File: src/rtl/route_pkg.sv
package route_pkg;
  typedef enum logic [2:0] {
    PORT_LOCAL = 3'd0,
    PORT_EAST  = 3'd1,
    PORT_WEST  = 3'd2,
    PORT_NORTH = 3'd3,
    PORT_SOUTH = 3'd4
  } port_e;
endpackage

File: src/rtl/route_lfsr.sv
module route_lfsr #(
  parameter int             W    = 16,
  parameter logic [W-1:0]   TAPS = 16'hB400,
  parameter logic [W-1:0]   SEED = 16'hACE1
) (
  input  logic         clk_i,
  input  logic         rst_ni,
  input  logic         step_i,
  output logic [W-1:0] state_o
);
  logic [W-1:0] state_q;

  always_ff @(posedge clk_i or negedge rst_ni) begin
    if (!rst_ni)     state_q <= SEED;
    else if (step_i) state_q <= {state_q[W-2:0], ^(state_q & TAPS)};
  end

  assign state_o = state_q;
endmodule

File: src/rtl/mid_axis.sv
// Maps random bits onto one axis, optionally confined to the source half.
module mid_axis #(
  parameter int N  = 4,
  parameter int RW = 8,
  parameter int CW = 2
) (
  input  logic [RW-1:0] rnd_i,
  input  logic [CW-1:0] src_i,
  input  logic          quad_i,
  output logic [CW-1:0] mid_o
);
  localparam int NL = N / 2;
  localparam int NH = N - NL;

  logic [RW-1:0] m_full, m_lo, m_hi;
  logic          src_hi;

  generate
    if (N < 2) begin : g_single
      assign m_full = '0;
      assign m_lo   = '0;
      assign m_hi   = '0;
      assign src_hi = 1'b0;
    end else begin : g_split
      assign m_full = rnd_i % RW'(N);
      assign m_lo   = rnd_i % RW'(NL);
      assign m_hi   = rnd_i % RW'(NH);
      assign src_hi = src_i >= CW'(NL);
    end
  endgenerate

  always_comb begin
    if (!quad_i)     mid_o = CW'(m_full);
    else if (src_hi) mid_o = CW'(m_hi) + CW'(NL);
    else             mid_o = CW'(m_lo);
  end
endmodule

File: src/rtl/xy_step.sv
module xy_step import route_pkg::*; #(
  parameter int XW = 2,
  parameter int YW = 2
) (
  input  logic [XW-1:0] cur_x_i,
  input  logic [YW-1:0] cur_y_i,
  input  logic [XW-1:0] tgt_x_i,
  input  logic [YW-1:0] tgt_y_i,
  output port_e         port_o
);
  always_comb begin
    if      (cur_x_i < tgt_x_i) port_o = PORT_EAST;
    else if (cur_x_i > tgt_x_i) port_o = PORT_WEST;
    else if (cur_y_i < tgt_y_i) port_o = PORT_NORTH;
    else if (cur_y_i > tgt_y_i) port_o = PORT_SOUTH;
    else                        port_o = PORT_LOCAL;
  end
endmodule

File: src/rtl/rand_route_unit.sv
module rand_route_unit import route_pkg::*; #(
  parameter int                MESH_W    = 4,
  parameter int                MESH_H    = 4,
  parameter int                LFSR_W    = 16,
  parameter logic [LFSR_W-1:0] LFSR_TAPS = 16'hB400,
  parameter logic [LFSR_W-1:0] LFSR_SEED = 16'hACE1,
  localparam int               XW        = (MESH_W > 1) ? $clog2(MESH_W) : 1,
  localparam int               YW        = (MESH_H > 1) ? $clog2(MESH_H) : 1
) (
  input  logic          clk_i,
  input  logic          rst_ni,
  input  logic          valid_i,
  input  logic          inject_i,
  input  logic          high_load_i,
  input  logic          quad_mode_i,
  input  logic [XW-1:0] cur_x_i,
  input  logic [YW-1:0] cur_y_i,
  input  logic [XW-1:0] dst_x_i,
  input  logic [YW-1:0] dst_y_i,
  input  logic [XW-1:0] mid_x_i,
  input  logic [YW-1:0] mid_y_i,
  input  logic          phase_i,
  output logic          valid_o,
  output logic [2:0]    port_o,
  output logic [XW-1:0] dst_x_o,
  output logic [YW-1:0] dst_y_o,
  output logic [XW-1:0] mid_x_o,
  output logic [YW-1:0] mid_y_o,
  output logic          phase_o
);
  localparam int RW = LFSR_W / 2;

  logic [LFSR_W-1:0] rnd;
  logic              gen_step;
  logic [XW-1:0]     pick_x, sel_x, tgt_x;
  logic [YW-1:0]     pick_y, sel_y, tgt_y;
  logic              ph_in, ph_nxt;
  port_e             port_nxt;

  assign gen_step = valid_i & inject_i;

  route_lfsr #(.W(LFSR_W), .TAPS(LFSR_TAPS), .SEED(LFSR_SEED)) u_lfsr (
    .clk_i   (clk_i),
    .rst_ni  (rst_ni),
    .step_i  (gen_step),
    .state_o (rnd)
  );

  mid_axis #(.N(MESH_W), .RW(RW), .CW(XW)) u_mid_x (
    .rnd_i  (rnd[RW-1:0]),
    .src_i  (cur_x_i),
    .quad_i (quad_mode_i),
    .mid_o  (pick_x)
  );

  mid_axis #(.N(MESH_H), .RW(RW), .CW(YW)) u_mid_y (
    .rnd_i  (rnd[2*RW-1:RW]),
    .src_i  (cur_y_i),
    .quad_i (quad_mode_i),
    .mid_o  (pick_y)
  );

  // Waypoint and leg selection; arrival at waypoint promotes to second leg.
  always_comb begin
    if (inject_i) begin
      sel_x = high_load_i ? pick_x : dst_x_i;
      sel_y = high_load_i ? pick_y : dst_y_i;
      ph_in = ~high_load_i;
    end else begin
      sel_x = mid_x_i;
      sel_y = mid_y_i;
      ph_in = phase_i;
    end
    ph_nxt = ph_in | ((sel_x == cur_x_i) & (sel_y == cur_y_i));
    tgt_x  = ph_nxt ? dst_x_i : sel_x;
    tgt_y  = ph_nxt ? dst_y_i : sel_y;
  end

  xy_step #(.XW(XW), .YW(YW)) u_xy (
    .cur_x_i (cur_x_i),
    .cur_y_i (cur_y_i),
    .tgt_x_i (tgt_x),
    .tgt_y_i (tgt_y),
    .port_o  (port_nxt)
  );

  always_ff @(posedge clk_i or negedge rst_ni) begin
    if (!rst_ni) begin
      valid_o <= 1'b0;
      port_o  <= PORT_LOCAL;
      dst_x_o <= '0;
      dst_y_o <= '0;
      mid_x_o <= '0;
      mid_y_o <= '0;
      phase_o <= 1'b0;
    end else begin
      valid_o <= valid_i;
      if (valid_i) begin
        port_o  <= port_nxt;
        dst_x_o <= dst_x_i;
        dst_y_o <= dst_y_i;
        mid_x_o <= sel_x;
        mid_y_o <= sel_y;
        phase_o <= ph_nxt;
      end
    end
  end
endmodule

File: config.mk
export PLATFORM = sky130hd
export DESIGN_NAME = rand_route_unit
export DESIGN_NICKNAME = d
export VERILOG_FILES = /design/src/rtl/route_pkg.sv /design/src/rtl/route_lfsr.sv /design/src/rtl/mid_axis.sv /design/src/rtl/xy_step.sv /design/src/rtl/rand_route_unit.sv
export SDC_FILE = /design/constraint.sdc
export NUM_CORES = 1
export LEC_CHECK = 0
export BUFFER_PORTS_ARGS = -buffer_cell sky130_fd_sc_hd__buf_2
export CELL_PAD_IN_SITES_DETAIL_PLACEMENT = 1
export CELL_PAD_IN_SITES_GLOBAL_PLACEMENT = 1
export CORE_MARGIN = 10
export CORE_UTILIZATION = 35
export CTS_CLUSTER_SIZE = 28
export DETAILED_ROUTE_END_ITERATION = 7
export PLACE_DENSITY = 0.69
export SETUP_SLACK_MARGIN = 0.05
export SYNTH_ARGS = -nofsm -noshare
export SYNTH_HDL_FRONTEND = slang
export SYNTH_HIERARCHICAL = 1
export SYNTH_SLANG_ARGS = --single-unit
File: constraint.sdc
create_clock -name clk_i -period 2.74 [get_ports clk_i]
set_input_delay 0.411 -clock clk_i [delete_from_list [all_inputs] [get_ports clk_i]]
set_output_delay 0.411 -clock clk_i [all_outputs]
set_load 0.01 [all_outputs]
======== Word-level counts from Yosys, hierarchy flattened ========
Cells that the tools add are included.
cells by class
  bitwise operators ....................... 4
  mux-type cells .......................... 15
  add/sub/neg operators ................... 2
  equal/unequal tests ..................... 2
  magnitude comparators ................... 6
  reductions and logical operators ........ 1
operators with widths
  cell                 count
  $mux 2               10
  $reduce_xor 16->1    1
  $mux 3               4
  $add 1x2->2 const B  2
  $eq 2x2->1           2
  $ge 2x2->1 const B   2
  $gt 2x2->1           2
  $lt 2x2->1           2
  $and 1x1->1          2
  $mux 1               1
  $not 1->1            1
  $or 1x1->1           1
storage, ports and cells
  output and inout bits ................... 13
  input bits .............................. 19
  bits in registers ....................... 29
  logic and storage cells ................. 38

======== Longest topological paths before layout ========
  depth after elaboration ................. 14
  mapped depth ............................ 11

======== Modules after synthesis ========
Netlist, hierarchy kept.
modules (own cells, without submodules)
  module           instances  cells an instance  area an instance (um^2)
  rand_route_unit  1          58                 716.9
  route_lfsr       1          38                 675.6
  xy_step          1          17                 120.1
  mid_axis         2          2                  22.5

======== Least setup slack after synthesis ========
No wires, ideal clock.
  kind .................................... input-to-reg
  start point ............................. input quad_mode_i
  end point ............................... register port_o[2]
  stages on the path ...................... 11
  setup time .............................. 0.125 ns
  setup slack ............................. 0.117 ns
  data arrival time ....................... 2.499 ns
  data required time ...................... 2.615 ns
  cells stage by stage .................... mux2_4 mux2i_1 xnor2_1 nor4_2 o32ai_2 mux2_2 inv_1 ha_1 a21o_1 nor4bb_1 mux2_2
between the ends
  word-level cells in the longest chain between the ends .. 12
ends and longest elaborated chain
  element                           line                                          text
  start: declaration                rand_route_unit.sv:15                         input logic quad_mode_i,
  $mux 2                            mid_axis.sv:33                                if (!quad_i) mid_o = CW'(m_full);
  $mux 2, on equally long branches  rand_route_unit.sv:66, rand_route_unit.sv:67
  $mux 2                            rand_route_unit.sv:65                         if (inject_i) begin
  $eq 2x2->1                        rand_route_unit.sv:74                         ph_nxt = ph_in | ((sel_x == cur_x_i) & (sel_y == cur_y_i));
  $and 1x1->1                       rand_route_unit.sv:74
  $or 1x1->1                        rand_route_unit.sv:74
  $mux 2 (*)                        rand_route_unit.sv:76                         tgt_y = ph_nxt ? dst_y_i : sel_y;
  named net tgt_y[1]                rand_route_unit.sv:36                         logic [YW-1:0] pick_y, sel_y, tgt_y;
  $gt 2x2->1                        xy_step.sv:15                                 else if (cur_y_i > tgt_y_i) port_o = PORT_SOUTH;
  $mux 3                            xy_step.sv:15
  $mux 3 (*)                        xy_step.sv:14                                 else if (cur_y_i < tgt_y_i) port_o = PORT_NORTH;
  $mux 3 (*)                        xy_step.sv:13                                 else if (cur_x_i > tgt_x_i) port_o = PORT_WEST;
  $mux 3 (*)                        xy_step.sv:12                                 if (cur_x_i < tgt_x_i) port_o = PORT_EAST;
  named net port_nxt[2]             rand_route_unit.sv:38                         port_e port_nxt;
  end signal: assignment            rand_route_unit.sv:99                         port_o <= port_nxt;
  end: declaration                  rand_route_unit.sv:24                         output logic [2:0] port_o,
Mark *: on every way through the listed nets, which the timed path passes. The rest lies on a longest branch.
A chain may end at the register's enable or synchronous reset.

======== Final worst setup path ========
  start point ............................. register u_lfsr.state_q[9], in the netlist u_lfsr/state_o[9]
  end point ............................... register port_o[2]
between the ends
  word-level cells in the longest chain between the ends .. 12
ends and longest elaborated chain
  element                   line                   text
  start: declaration        route_lfsr.sv:11       logic [W-1:0] state_q;
  start signal: assignment  route_lfsr.sv:15       else if (step_i) state_q <= {state_q[W-2:0], ^(state_q & TAPS)};
  $mux 2 (*)                mid_axis.sv:33
  named net pick_y[1]       rand_route_unit.sv:36
  $mux 2 (*)                rand_route_unit.sv:67  sel_y = high_load_i ? pick_y : dst_y_i;
  $mux 2 (*)                rand_route_unit.sv:65
  $eq 2x2->1                rand_route_unit.sv:74
  $and 1x1->1               rand_route_unit.sv:74
  $or 1x1->1                rand_route_unit.sv:74
  $mux 2 (*)                rand_route_unit.sv:76
  named net tgt_y[1]        rand_route_unit.sv:36
  $gt 2x2->1                xy_step.sv:15
  $mux 3                    xy_step.sv:15
  $mux 3 (*)                xy_step.sv:14
  $mux 3 (*)                xy_step.sv:13
  $mux 3 (*)                xy_step.sv:12
  named net port_nxt[2]     rand_route_unit.sv:38
Marks and branches as above.

==> results.json <==
{
  "initial_core_util_pct": 36.0,
  "final_cell_mix": "buf_2, dfrtp_1, mux2_2",
  "die_area_mm2": 0.00752,
  "grt_pass1_vias": 1156,
  "synth_mux_area_share_pct": 28.8,
  "synth_top_family_by_area": "multiplexers",
  "peakVddDrop_uv": 433,
  "synth-seq-cells": 29,
  "setup.worst_path.end_class": "flop",
  "startpoint_type": "flop",
  "clockBufferDepth": 2,
  "yosys.area_share.simple_pct": 4.18,
  "max_slew_margin_pct": 57.3,
  "clkTransAtPathRegs_ns": 0.06,
  "avgSynthCellArea_um2": 13.3,
  "rows": 24,
  "crit_chain": "mux2_4 > mux2i_4 > xnor2_2 > nor4_4 > o32ai_4 > mux2_4 > inv_2 > ha_4 > a21o_1 > nor4bb_1 > mux2_4",
  "slowest_stage": "dfrtp_1",
  "drt_first_pass_iters": 3,
  "dpl.hpwl_mm": 2.63,
  "cp_num_buf_inv": 1,
  "p_seq_share_pct": 43.9,
  "hold_violations": 0,
  "required_ns": 2.90,
  "synth_area_leaders": "dfrtp_1, mux2_2, dfstp_2, mux2_4, xnor2_1",
  "ant_nets": 0,
  "final_nets": 178,
  "synth_compound_area_share_pct": 4.58,
  "grt_remaining_overflow": 0,
  "fmax_mhz": 373,
  "tns_ns": 0,
  "worstRegToRegCells": 11,
  "synthAdderAreaFrac_pct": 3.21,
  "grt_max_degree": 30,
  "antenna_cells": 0,
  "routed_wl_mm": 3.67,
  "finish.utilization_pct": 45.3,
  "groute.usage.overall_pct": 9.64,
  "synth.largest_area_cell": "dfrtp_1",
  "layout-drive-gt1-share_pct": 60.9,
  "skew_ns": 0.00553,
  "cts_hold_buf": 0,
  "reg2reg_from": "u_lfsr/state_o[9]$_DFFE_PN0P_",
  "yosysSeqAreaShare_pct": 47.2,
  "area_growth_syn_to_layout_pct": 25.8,
  "fin_crit_sh_pct": 97.9,
  "h-tree-depth": 2,
  "syn_nets": 140,
  "ys_types": 26,
  "grt_pass1_wl_mm": 5.75,
  "netlist_area_mm2": 0.00156,
  "worstMarginPinSlew_ns": 0.640,
  "die_w_um": 86.7,
  "rr_endpoint": "port_o[2]$_DFFE_PN0P_",
  "fin_crit_ns": 2.68,
  "core-area_mm2": 0.00432,
  "switchingPower_mw": 0.468,
  "yosysTopAreaCellShare_pct": 33.7,
  "maxSlewViolCount": 0,
  "rsz0062_at_grt": "true",
  "synthCells": 117,
  "final_common_cell": "buf_2",
  "cp_common_cell": "mux2_4",
  "io_buffers": 31,
  "vias_per_cell": 4.93,
  "dp_cells": 197,
  "p_comb_share_pct": 33.9,
  "drc": 0,
  "synth_warnings": 6,
  "path_class": "flop to flop",
  "crit_fanout": 5,
  "cts_made_buffers": 5,
  "power.density_mw_per_mm2": 825,
  "switching_share_pct": 28.9,
  "status": "finished, final reports clean",
  "clkLatencyLatePin_ns": 0.28,
  "r2r_setup_slack_ns": 0.06,
  "max_stage_delay_ns": 0.39,
  "total_leakage_power_nw": 0.894,
  "setup-violations-final": 0,
  "intPower_mw": 1.15,
  "pin_count": 32,
  "max_cap_violations": 0,
  "root_buffer": "clkbuf_8",
  "p_clk_share_pct": 22.2,
  "antenna_found_initial": 0,
  "place_congestion": 0.836,
  "via_count": 1026,
  "cts_tree": "done",
  "synth_xor_area_share_pct": 6.18,
  "die_h_um": 86.7,
  "stdcell_count": 208,
  "cp.arrival_ns": 2.85,
  "cts_sinks": 29,
  "drt-initial-drc-count": 42,
  "crit_family": "multiplexers",
  "hold_class": "input pin to async pin",
  "routedWlPerCell_um": 17.6
}
==> power by group through the flow <==
stage                     Combinational, mW  Sequential [mW]  Clock (mW)
after global placement                0.453            0.714           0
final                                 0.548            0.709       0.359
after floorplan                       0.361            0.706           0
after global routing                  0.598            0.730       0.407
after detailed placement              0.465            0.724           0
after CTS                             0.502            0.715       0.368
==> Yosys cell counts <==
library cell and number:
a21o_1 1, a21oi_1 5, a21oi_2 1, a31oi_1 1, and2_1 1, buf_1 1
buf_12 1, buf_4 2, buf_6 2, clkbuf_1 1, dfrtp_1 21, dfstp_2 8
ha_1 4, inv_1 7, mux2_2 22, mux2_4 10, mux2i_1 5, nand2_1 3
nor2_1 5, nor4_1 1, nor4_2 1, nor4bb_1 1, o21bai_1 1, o32ai_2 1
xnor2_1 7, xor2_1 4
==> flip-flops by register name, summed over array words and instances, names as in the netlist <==
signal and cells:
dst_x_o 2, dst_y_o 2, mid_x_o 2, mid_y_o 2, phase_o 1, port_o 3, u_lfsr/state_o 16, valid_o 1
==> repair_timing <==
| action | 4_1_cts | 5_1_grt |
|---|---|---|
| pin swaps | 5 | 6 |
| resized for setup | 7 | 9 |
| endpoints found under the setup margin | 3 | 3 |
| setup buffers | 2 | 1 |
| hold endpoints to repair | 0 | 0 |
==> per-layer routing <==
| layer | wire length [µm] | track usage, % |
|---|---|---|
| met4 | 55 | 4.57 |
| met1 | 1520 | 11.0 |
| met5 | 0 | 0 |
| met2 | 1820 | 14.5 |
| met3 | 279 | 5.07 |
==> worst max-delay path by stage <==
stage	from	slack, ns	depth (start not counted)	end
after floorplan	quad_mode_i	0.12	11	port_o[2]$_DFFE_PN0P_
after global placement	quad_mode_i	-0.10	12	port_o[2]$_DFFE_PN0P_
after detailed placement	quad_mode_i	-0.22	12	port_o[2]$_DFFE_PN0P_
after CTS	u_lfsr/state_o[1]$_DFFE_PN0P_	0.01	12	port_o[0]$_DFFE_PN0P_
after global routing	u_lfsr/state_o[9]$_DFFE_PN0P_	-0.06	12	port_o[0]$_DFFE_PN0P_
final	u_lfsr/state_o[9]$_DFFE_PN0P_	0.06	11	port_o[2]$_DFFE_PN0P_
==> cells by family after synthesis <==
logic type / count (synthesis)
AND/OR/NAND/NOR: 12
XOR/XNOR: 11
adder cells (fa/ha/maj): 4
multiplexers: 37
flip-flops: 29
AO/OA/AOI/OAI: 10
buffers and inverters: 14
==> through the flow <==
step / setup slack, ns / total power, mW / instance area, µm² / hold WS [ns]
6_report: 0.0575 / 1.62 / 1960 / 0.155
5_1_grt: -0.0557 / 1.73 / 1960 / 0.193
4_1_cts: 0.0105 / 1.59 / 1880 / 0.167
3_3_place_gp: -0.105 / 1.17 / 1740 / 0.465
2_1_floorplan: 0.117 / 1.07 / 1560 / 0.115
3_5_place_dp: -0.223 / 1.19 / 1740 / 0.469
==> layout make-up <==
class,count,area [µm²]
Fill cell,464,2360
Inverter,7,26.3
Tap cell,52,65.1
Multi-Input combinational cell,74,835
Clock buffer,8,90.1
Timing Repair Buffer,38,208
Sequential cell,29,736
No activity file was read; power rests on OpenSTA's default activity.
